==> config.mk <==
export PLATFORM = sky130hd
export DESIGN_NAME = vpdp_dot
export DESIGN_NICKNAME = d
export VERILOG_FILES = /design/src/rtl/vpdp_pkg.sv /design/src/rtl/vpdp_col_sum.sv /design/src/rtl/vpdp_zero_scan.sv /design/src/rtl/vpdp_ctrl.sv /design/src/rtl/vpdp_dot.sv
export SDC_FILE = /design/constraint.sdc
export NUM_CORES = 1
export LEC_CHECK = 0
export BUFFER_PORTS_ARGS = -buffer_cell sky130_fd_sc_hd__buf_2
export CORE_ASPECT_RATIO = 1.5
export CORE_MARGIN = 10
export CORE_UTILIZATION = 49
export CTS_BUF_LIST = sky130_fd_sc_hd__clkbuf_4 sky130_fd_sc_hd__clkbuf_8
export DETAILED_ROUTE_END_ITERATION = 16
export GPL_TIMING_DRIVEN = 0
export HOLD_SLACK_MARGIN = 0.02
export PLACE_DENSITY = 0.69
export SETUP_SLACK_MARGIN = 0.05
export SYNTH_ARGS = -nofsm -noshare
export SYNTH_HDL_FRONTEND = slang
export SYNTH_SLANG_ARGS = --single-unit
export TNS_END_PERCENT = 30
==> constraint.sdc <==
create_clock -name clk -period 8.9 [get_ports clk]
set_input_delay 2.225 -clock clk [delete_from_list [all_inputs] [get_ports clk]]
set_output_delay 2.225 -clock clk [all_outputs]
set_load 0.005 [all_outputs]
==> src/rtl/vpdp_pkg.sv <==
package vpdp_pkg;

  typedef enum logic [0:0] {
    ST_IDLE = 1'b0,
    ST_RUN  = 1'b1
  } vpdp_state_t;

  // Effective precision: below 1 becomes 1, above the weight width becomes it.
  function automatic int clamp_prec(input int p, input int maxp);
    if (p < 1) return 1;
    if (p > maxp) return maxp;
    return p;
  endfunction

  // Left shift that restores full weight scale after consuming 'used' bits.
  function automatic int realign_shift(input int width, input int used);
    return width - used;
  endfunction

endpackage

==> src/rtl/vpdp_col_sum.sv <==
module vpdp_col_sum #(
  parameter int LANES = 4,
  parameter int AW    = 16,
  parameter int RW    = 34
) (
  input  logic [LANES*AW-1:0] act,
  input  logic [LANES-1:0]    sel,
  output logic signed [RW-1:0] sum
);

  logic signed [RW-1:0] lane_term [LANES];

  for (genvar g = 0; g < LANES; g++) begin : g_lane
    assign lane_term[g] = sel[g] ? RW'($signed(act[g*AW +: AW])) : '0;
  end

  always_comb begin
    sum = '0;
    for (int i = 0; i < LANES; i++) begin
      sum = sum + lane_term[i];
    end
  end

endmodule

==> src/rtl/vpdp_zero_scan.sv <==
module vpdp_zero_scan #(
  parameter int LANES = 4,
  parameter int WW    = 16
) (
  input  logic [LANES*WW-1:0] wvec,
  output logic                col_any,
  output logic                rest_zero
);

  logic [LANES-1:0] top_bit;
  logic [LANES-1:0] low_nz;

  for (genvar g = 0; g < LANES; g++) begin : g_lane
    assign top_bit[g] = wvec[g*WW + WW - 1];
    if (WW > 1) begin : g_low
      assign low_nz[g] = |wvec[g*WW +: WW-1];
    end else begin : g_nolow
      assign low_nz[g] = 1'b0;
    end
  end

  assign col_any   = |top_bit;
  assign rest_zero = ~|low_nz;

endmodule

==> src/rtl/vpdp_ctrl.sv <==
module vpdp_ctrl
  import vpdp_pkg::*;
#(
  parameter int PW = 5
) (
  input  logic          clk,
  input  logic          rst_n,
  input  logic          start,
  input  logic          load_zero,
  input  logic          rest_zero,
  input  logic [PW-1:0] prec_eff,
  output logic          busy,
  output logic          accept,
  output logic          run_fin,
  output logic          first,
  output logic [PW-1:0] step
);

  vpdp_state_t   st_q;
  logic [PW-1:0] step_q;
  logic [PW-1:0] prec_q;
  logic          last_col;

  assign busy     = (st_q == ST_RUN);
  assign accept   = start && (st_q == ST_IDLE);
  assign last_col = rest_zero || (step_q == prec_q - PW'(1));
  assign run_fin  = busy && last_col;
  assign first    = (step_q == '0);
  assign step     = step_q;

  always_ff @(posedge clk or negedge rst_n) begin
    if (!rst_n) begin
      st_q   <= ST_IDLE;
      step_q <= '0;
      prec_q <= PW'(1);
    end else if (accept) begin
      prec_q <= prec_eff;
      step_q <= '0;
      st_q   <= load_zero ? ST_IDLE : ST_RUN;
    end else if (busy) begin
      step_q <= step_q + PW'(1);
      if (last_col) st_q <= ST_IDLE;
    end
  end

endmodule

==> src/rtl/vpdp_dot.sv <==
module vpdp_dot
  import vpdp_pkg::*;
#(
  parameter int LANES = 4,
  parameter int AW    = 16,
  parameter int WW    = 16,
  parameter int PW    = $clog2(WW + 1),
  parameter int RW    = AW + WW + $clog2(LANES)
) (
  input  logic                clk,
  input  logic                rst_n,
  input  logic                start,
  input  logic [LANES*AW-1:0] act_vec,
  input  logic [LANES*WW-1:0] wgt_vec,
  input  logic [PW-1:0]       prec,
  output logic                busy,
  output logic                done,
  output logic [RW-1:0]       result
);

  localparam int WTOT = LANES * WW;
  localparam int ATOT = LANES * AW;

  // Load path: effective precision and truncated weights
  logic [PW-1:0]   prec_eff;
  logic [WW-1:0]   keep_mask;
  logic [WTOT-1:0] w_trunc;

  always_comb begin
    prec_eff = PW'(clamp_prec(int'(prec), WW));
    for (int b = 0; b < WW; b++) begin
      keep_mask[b] = (b >= WW - int'(prec_eff));
    end
  end

  for (genvar g = 0; g < LANES; g++) begin : g_trunc
    assign w_trunc[g*WW +: WW] = wgt_vec[g*WW +: WW] & keep_mask;
  end

  logic ld_col_any, ld_rest_zero, load_zero;

  vpdp_zero_scan #(.LANES(LANES), .WW(WW)) u_load_scan (
    .wvec      (w_trunc),
    .col_any   (ld_col_any),
    .rest_zero (ld_rest_zero)
  );

  assign load_zero = !ld_col_any && ld_rest_zero;

  // Operand registers
  logic [WTOT-1:0]      w_q;
  logic [ATOT-1:0]      a_q;
  logic signed [RW-1:0] acc_q;
  logic [RW-1:0]        result_q;
  logic                 done_q;

  // Run path: current bit column
  logic col_any, rest_zero;

  vpdp_zero_scan #(.LANES(LANES), .WW(WW)) u_run_scan (
    .wvec      (w_q),
    .col_any   (col_any),
    .rest_zero (rest_zero)
  );

  logic [LANES-1:0] col_sel;
  for (genvar g = 0; g < LANES; g++) begin : g_sel
    assign col_sel[g] = w_q[g*WW + WW - 1];
  end

  logic signed [RW-1:0] col_sum;

  vpdp_col_sum #(.LANES(LANES), .AW(AW), .RW(RW)) u_col_sum (
    .act (a_q),
    .sel (col_sel),
    .sum (col_sum)
  );

  // Control
  logic          accept, run_fin, first;
  logic [PW-1:0] step_q;

  vpdp_ctrl #(.PW(PW)) u_ctrl (
    .clk       (clk),
    .rst_n     (rst_n),
    .start     (start),
    .load_zero (load_zero),
    .rest_zero (rest_zero),
    .prec_eff  (prec_eff),
    .busy      (busy),
    .accept    (accept),
    .run_fin   (run_fin),
    .first     (first),
    .step      (step_q)
  );

  // Named events for the checker
  logic add_en, skip_ev;
  assign add_en  = busy && col_any;
  assign skip_ev = busy && !col_any;

  logic signed [RW-1:0] col_term, acc_nx, fin_val;
  int                   sh;

  always_comb begin
    col_term = first ? -col_sum : col_sum;
    acc_nx   = (acc_q <<< 1) + (add_en ? col_term : '0);
    sh       = realign_shift(WW, int'(step_q) + 1);
    fin_val  = acc_nx <<< sh;
  end

  for (genvar g = 0; g < LANES; g++) begin : g_wshift
    always_ff @(posedge clk or negedge rst_n) begin
      if (!rst_n) begin
        w_q[g*WW +: WW] <= '0;
      end else if (accept) begin
        w_q[g*WW +: WW] <= w_trunc[g*WW +: WW];
      end else if (busy) begin
        w_q[g*WW +: WW] <= {w_q[g*WW +: WW-1], 1'b0};
      end
    end
  end

  always_ff @(posedge clk or negedge rst_n) begin
    if (!rst_n) begin
      a_q      <= '0;
      acc_q    <= '0;
      result_q <= '0;
      done_q   <= 1'b0;
    end else begin
      done_q <= (accept && load_zero) || run_fin;
      if (accept) begin
        a_q   <= act_vec;
        acc_q <= '0;
      end else if (busy) begin
        acc_q <= acc_nx;
      end
      if (accept && load_zero) begin
        result_q <= '0;
      end else if (run_fin) begin
        result_q <= fin_val;
      end
    end
  end

  assign done   = done_q;
  assign result = result_q;

endmodule

==> impl_metrics.tcl, run 1 <==
set metrics [dict create \
    status "finished clean" \
    grt_usage_pct 26.6 \
    finalInstanceArea_mm2 0.0176 \
    timing.critical_path.from "col_sel[3]" \
    hp-class "flop to flop" \
    final_max_slew_viol_count 0 \
    die_width_um 164 \
    clockBufferDepth 3 \
    max_stage_delay_ns 0.55 \
    yosys_warnings 0 \
    overflow 0 \
    arrival_ns 8.89 \
    yosys_most_used_dff "dfrtp_1" \
    place.gp.congestion 0.970 \
    dpl-instance-area_mm2 0.0167 \
    drc 0 \
    cp_max_fo 10 \
    min_path_cells 2 \
    period_share_pct 95.0 \
    antenna_found_initial 0 \
    synth_seq_cells 207 \
    cts_sinks 207 \
    firstDrtPassIters 5 \
    drv_cap 0 \
    async_reset_ff_share_pct 100 \
    finalWirelength_um 52800 \
    die-area_mm2 0.0388 \
    path_buf_inv 2 \
    syn_nets 2086 \
    worstReg2RegEnd "result[26]" \
    finClkSkew_ns 0.0175 \
    yosysUniqueCellTypes 92 \
    drive_above_1_share_pct 14.5 \
    ant_nets 0 \
    postSynthCellCount 1858 \
    cts.clk_slew.worst_paths_ns 0.06 \
    hpwl_um 41400 \
    grt_pass1_wl_um 82600 \
    worstMarginPinSlew_ns 1.38 \
    die_h_um 236 \
    insertion_delay_ns 0.55 \
    cts_tree "built" \
    cp_slowest_cell "fa_1" \
    post-route-min-period_ns 8.45 \
    setup_viol 0 \
    grt_pass1_vias 15500 \
    synth_edf_count 0 \
    rsz0062_at_grt "yes" \
    r2r_cells 29 \
    synth_area_mm2 0.0153 \
    core_mm2 0.0309 \
    avgSynthCellArea_um2 8.22 \
    cp.required_ns 9.34 \
    htreeDepth 2 \
    std_cell_rows 79 \
    hold_start "a_q[39]" \
    dr_total_vias 15100 \
    wl_per_cell_um 21.2 \
    io_pins 172 \
    critPathCaptureType "flop" \
    root_buffer "clkbuf_8" \
    r2r_start "col_sel[3]" \
    startpoint_type "flop" \
    numCtsBuffers 36 \
    antenna_cells 0 \
    whs_endpoint "a_q[39]" \
    drt_iter0_markers 991 \
    critPathKind "flop to flop" \
    grt_max_degree 112 \
    slew-limit-headroom_pct 6.74 \
    io_buffer_count 168 \
    postCtsHoldBufs 0 \
    start_util_pct 49.4 \
    crit_family "compound AO/OA/AOI/OAI gates" \
    r2r_slack_ns 0.45 \
    area.growth.synth_to_final_pct 15.0 \
    final.setup.tns_ns 0 \
    ys_seq_area_share_pct 33.9 \
    fin_nets 2291 \
    max_freq_mhz 118 \
    viasPerCell 6.07 \
    hold_viol 0 \
]
## synth_stat cells, types with 6 or more instances
cell type / n / area (um2)
a21oi_1: 155 / 776
a211o_1: 8 / 70.1
a31oi_1: 10 / 62.6
nor2b_1: 7 / 43.8
o21bai_1: 7 / 52.6
xnor2_1: 32 / 280
o31ai_1: 12 / 90.1
a211oi_1: 17 / 128
nor3_1: 37 / 185
o211ai_1: 17 / 128
xor2_1: 23 / 201
a21o_1: 20 / 150
nand2b_1: 17 / 106
o32ai_1: 6 / 52.6
and3_1: 53 / 332
inv_1: 82 / 308
or3_1: 10 / 62.6
ha_1: 57 / 713
a22o_1: 30 / 263
mux2i_1: 22 / 220
buf_1: 13 / 48.8
nor2_1: 105 / 394
nand2_1: 366 / 1370
a32oi_1: 7 / 61.3
nor4_1: 27 / 169
o221ai_1: 7 / 61.3
a221oi_1: 24 / 210
mux2_2: 6 / 67.6
clkbuf_1: 81 / 304
buf_2: 8 / 40.0
o21a_1: 11 / 82.6
o41ai_1: 11 / 96.3
nand3_1: 26 / 130
nand4_1: 10 / 62.6
o21ai_1: 6 / 30.0
o21ai_0: 112 / 561
and2_1: 63 / 394
mux4_2: 6 / 135
a22oi_1: 9 / 67.6
fa_1: 35 / 701
dfrtp_1: 206 / 5150
## routing by layer
layer | track usage [%] | wire length [um] | vias to the layer above
met1 | 30.1 | 20200 | 7278
met5 | 0 | 0 | -
met4 | 16.0 | 3430 | 0
met3 | 3.71 | 2710 | 191
li1 | - | - | 7043
met2 | 45.9 | 26500 | 593
## cells in the final DEF (no fill, tap or decap), types with 13 or more instances in the layout
master	count
xnor2_1	31
a21oi_1	154
and3_1	53
a211oi_1	16
buf_2	175
o211ai_1	17
clkbuf_8	50
mux2i_1	22
nand3_1	26
nor2_1	104
inv_1	82
xor2_1	23
nand2_1	366
o21ai_0	111
clkbuf_1	76
and2_1	63
buf_1	13
fa_1	35
dfrtp_1	206
nor4_1	26
a22o_1	30
a21o_1	20
nor3_1	35
a221oi_1	23
nand2b_1	17
ha_1	57
## area by class of cell
cell class | count | area (um2)
Timing Repair Buffer | 169 | 878
Clock inverter | 4 | 73.8
Multi-Input combinational cell | 1458 | 9450
Buffer | 103 | 418
Fill cell | 2894 | 13400
Tap cell | 405 | 507
Clock buffer | 56 | 727
Inverter | 88 | 330
Sequential cell | 207 | 5180
## worst max path at each step
stage | to | slack, ns | cells after the start
after global placement | result[33] | -1.08 | 32
after detailed placement | result[33] | -1.15 | 32
after global routing | result[33] | 0.02 | 29
after floorplan | result[32] | 1.35 | 32
after CTS | result[33] | 0.02 | 31
final | result[26] | 0.45 | 29
## metrics by stage
step | worst slack [ns] | std cells | hold WS (ns) | utilization, %
6_report | 0.445 | 2490 | 0.465 | 56.8
5_1_grt | 0.0180 | 2490 | 0.486 | 56.8
4_1_cts | 0.0248 | 2491 | 0.471 | 56.6
3_5_place_dp | -1.15 | 2432 | 0.455 | 53.8
3_3_place_gp | -1.08 | 2431 | 0.449 | 53.7
2_1_floorplan | 1.35 | 1858 | 0.437 | -
## worst reg2reg max path: cells and delay by family, from the launching register on
family | cells | cell delay [ns]
compound gates | 14 | 3.07
buf+inv | 2 | 0.30
xor+xnor | 1 | 0.33
mux | 1 | 0.51
fa+ha+maj | 6 | 2.59
simple gates | 5 | 1.03
flops | 1 | 0.50
## what timing repair did
action | in CTS | in global routing
setup endpoints to repair | 12 | 11
setup buffers | 0 | 0
endpoints found under the hold margin | 0 | 0
resized for setup | 9 | 18
## flip-flops by register name (all words and copies together) (netlist names)
signal	cells
a_q	64
w_q	60
result	34
acc_q	33
u_ctrl.prec_q	5
u_ctrl.step	5
col_sel	4
done	1
u_ctrl.busy	1
## cell families (layout without fill, tap and decap cells)
kind of cell / after synthesis / in the layout / share of synthesized area [%]
adders and majority gates: 92 / 92 / 9.26
buffers and inverters: 193 / 420 / 4.92
and+or+nand+nor: 750 / 750 / 23.0
xor gates and xnor gates: 55 / 55 / 3.15
AOI/OAI and AO/OA: 527 / 527 / 23.0
DFF: 207 / 207 / 33.9
muxes: 34 / 34 / 2.77
Power of run 1 is not shown: default switching activity piles up to over one toggle a cycle in this logic, so the estimate is an artifact.
==> run 2: changes to the inputs <==
CELL_PAD_IN_SITES_DETAIL_PLACEMENT = 0   (was unset)
CELL_PAD_IN_SITES_GLOBAL_PLACEMENT = 1   (was unset)
CORE_UTILIZATION = 46   (was 49)
PLACE_DENSITY = unset   (was 0.69)
PLACE_DENSITY_LB_ADDON = 0.1   (was unset)
SKIP_CTS_REPAIR_TIMING = 1   (was unset)
==> impl_metrics.tcl, run 2 (same netlist as run 1, synthesis figures left out) <==
set metrics [dict create \
    finalInstanceArea_mm2 0.0176 \
    hold_viol 0 \
    die-area_mm2 0.0410 \
    grt_usage_pct 25.9 \
    root_buffer "clkbuf_8" \
    cts_tree "built" \
    max_freq_mhz 118 \
    final_cells 2510 \
    drt_iter0_markers 1102 \
    hp-class "flop to flop" \
    critPathCaptureType "flop" \
    clockBufferDepth 3 \
    critPathKind "flop to flop" \
    layout_common_cells "366 x nand2_1, 206 x dfrtp_1, 175 x buf_2" \
    wl_per_cell_um 21.8 \
    area.growth.synth_to_final_pct 15.5 \
    arrival_ns 8.94 \
    io_pins 172 \
    r2r_slack_ns 0.40 \
    rsz0062_at_grt "no" \
    finalWirelength_um 54800 \
    htreeDepth 2 \
    fin_nets 2296 \
    cts_sinks 207 \
    startpoint_type "flop" \
    cp_max_fo 10 \
    insertion_delay_ns 0.57 \
    drive_above_1_share_pct 15.0 \
    start_util_pct 46.7 \
    max_stage_delay_ns 0.56 \
    hpwl_um 43300 \
    worstReg2RegEnd "result[32]" \
    io_buffer_count 168 \
    r2r_cells 31 \
    worstMarginPinSlew_ns 1.12 \
    slew-limit-headroom_pct 24.5 \
    whs_endpoint "a_q[58]" \
    numCtsBuffers 38 \
    cp.required_ns 9.34 \
    antenna_cells 0 \
    core_mm2 0.0327 \
    setup_viol 0 \
    ant_nets 0 \
    die_width_um 169 \
    top_register "a_q" \
    cts.clk_slew.worst_paths_ns 0.06 \
    path_buf_inv 3 \
    grt_pass1_wl_um 85300 \
    dp_cells 2443 \
    firstDrtPassIters 5 \
    min_path_cells 2 \
    grt_pass1_vias 15500 \
    cp_slowest_cell "fa_1" \
    overflow 0 \
    r2r_start "col_sel[3]" \
    crit_family "adder cells" \
    post-route-min-period_ns 8.50 \
    final_common_cell "nand2_1" \
    dpl-instance-area_mm2 0.0167 \
    final_max_slew_viol_count 0 \
    status "finished clean" \
    drc 0 \
    cpMostUsedCell "fa_1" \
    viasPerCell 5.98 \
    finClkSkew_ns 0.0386 \
    largest_reg_flops 64 \
    drv_cap 0 \
    place.gp.congestion 0.948 \
    std_cell_rows 81 \
    die_h_um 243 \
    dr_total_vias 15000 \
    period_share_pct 95.5 \
    hold_start "a_q[58]" \
    grt_max_degree 111 \
    antenna_found_initial 0 \
]
## run 2: metrics by stage
stage | hold WS (ns) | utilization [%] | setup WS (ns) | TNS [ns]
floorplan | 0.437 | - | 1.35 | 0
global placement | 0.450 | 50.8 | -1.41 | -7.59
detailed placement | 0.455 | 51.0 | -0.831 | -6.18
CTS | 0.471 | 53.5 | -0.847 | -6.31
global route | 0.497 | 53.9 | 0.0310 | 0
finish | 0.467 | 53.9 | 0.399 | 0
## run 2: worst register-to-register path: cells and delay by family, from the launching register on
kind            cells  cell delay (ns)
buf+inv             3             0.65
xor+xnor            2             0.51
flops               1             0.51
fa+ha+maj           6             2.70
compound gates     12             2.39
simple gates        8             1.64
## run 2: worst max-delay path by stage
stage | startpoint | endpoint | slack (ns) | cells past startpoint
CTS | col_sel[3] | result[33] | -0.85 | 31
global placement | col_sel[3] | result[33] | -1.41 | 32
global route | col_sel[3] | result[32] | 0.03 | 32
finish | col_sel[3] | result[32] | 0.40 | 31
floorplan | col_sel[3] | result[32] | 1.35 | 32
detailed placement | col_sel[3] | result[33] | -0.83 | 31
## run 2: layout make-up
type / count / area, um2
fill: 3262 / 15100
multi-input combinational: 1458 / 9440
sequential: 207 / 5180
timing repair buffer: 172 / 903
clock buffer: 60 / 769
tap: 415 / 519
buffer: 103 / 417
inverter: 88 / 330
clock inverter: 7 / 73.8
## run 2: routing by layer
layer	vias to the layer above	GRT usage (%)	wire, um
met4	0	15.2	3440
met3	189	4.09	2930
met2	555	45.1	27500
met1	7220	29.0	20900
met5	-	0	0
li1	7050	-	-
Power of run 2 is left out for the same reason.
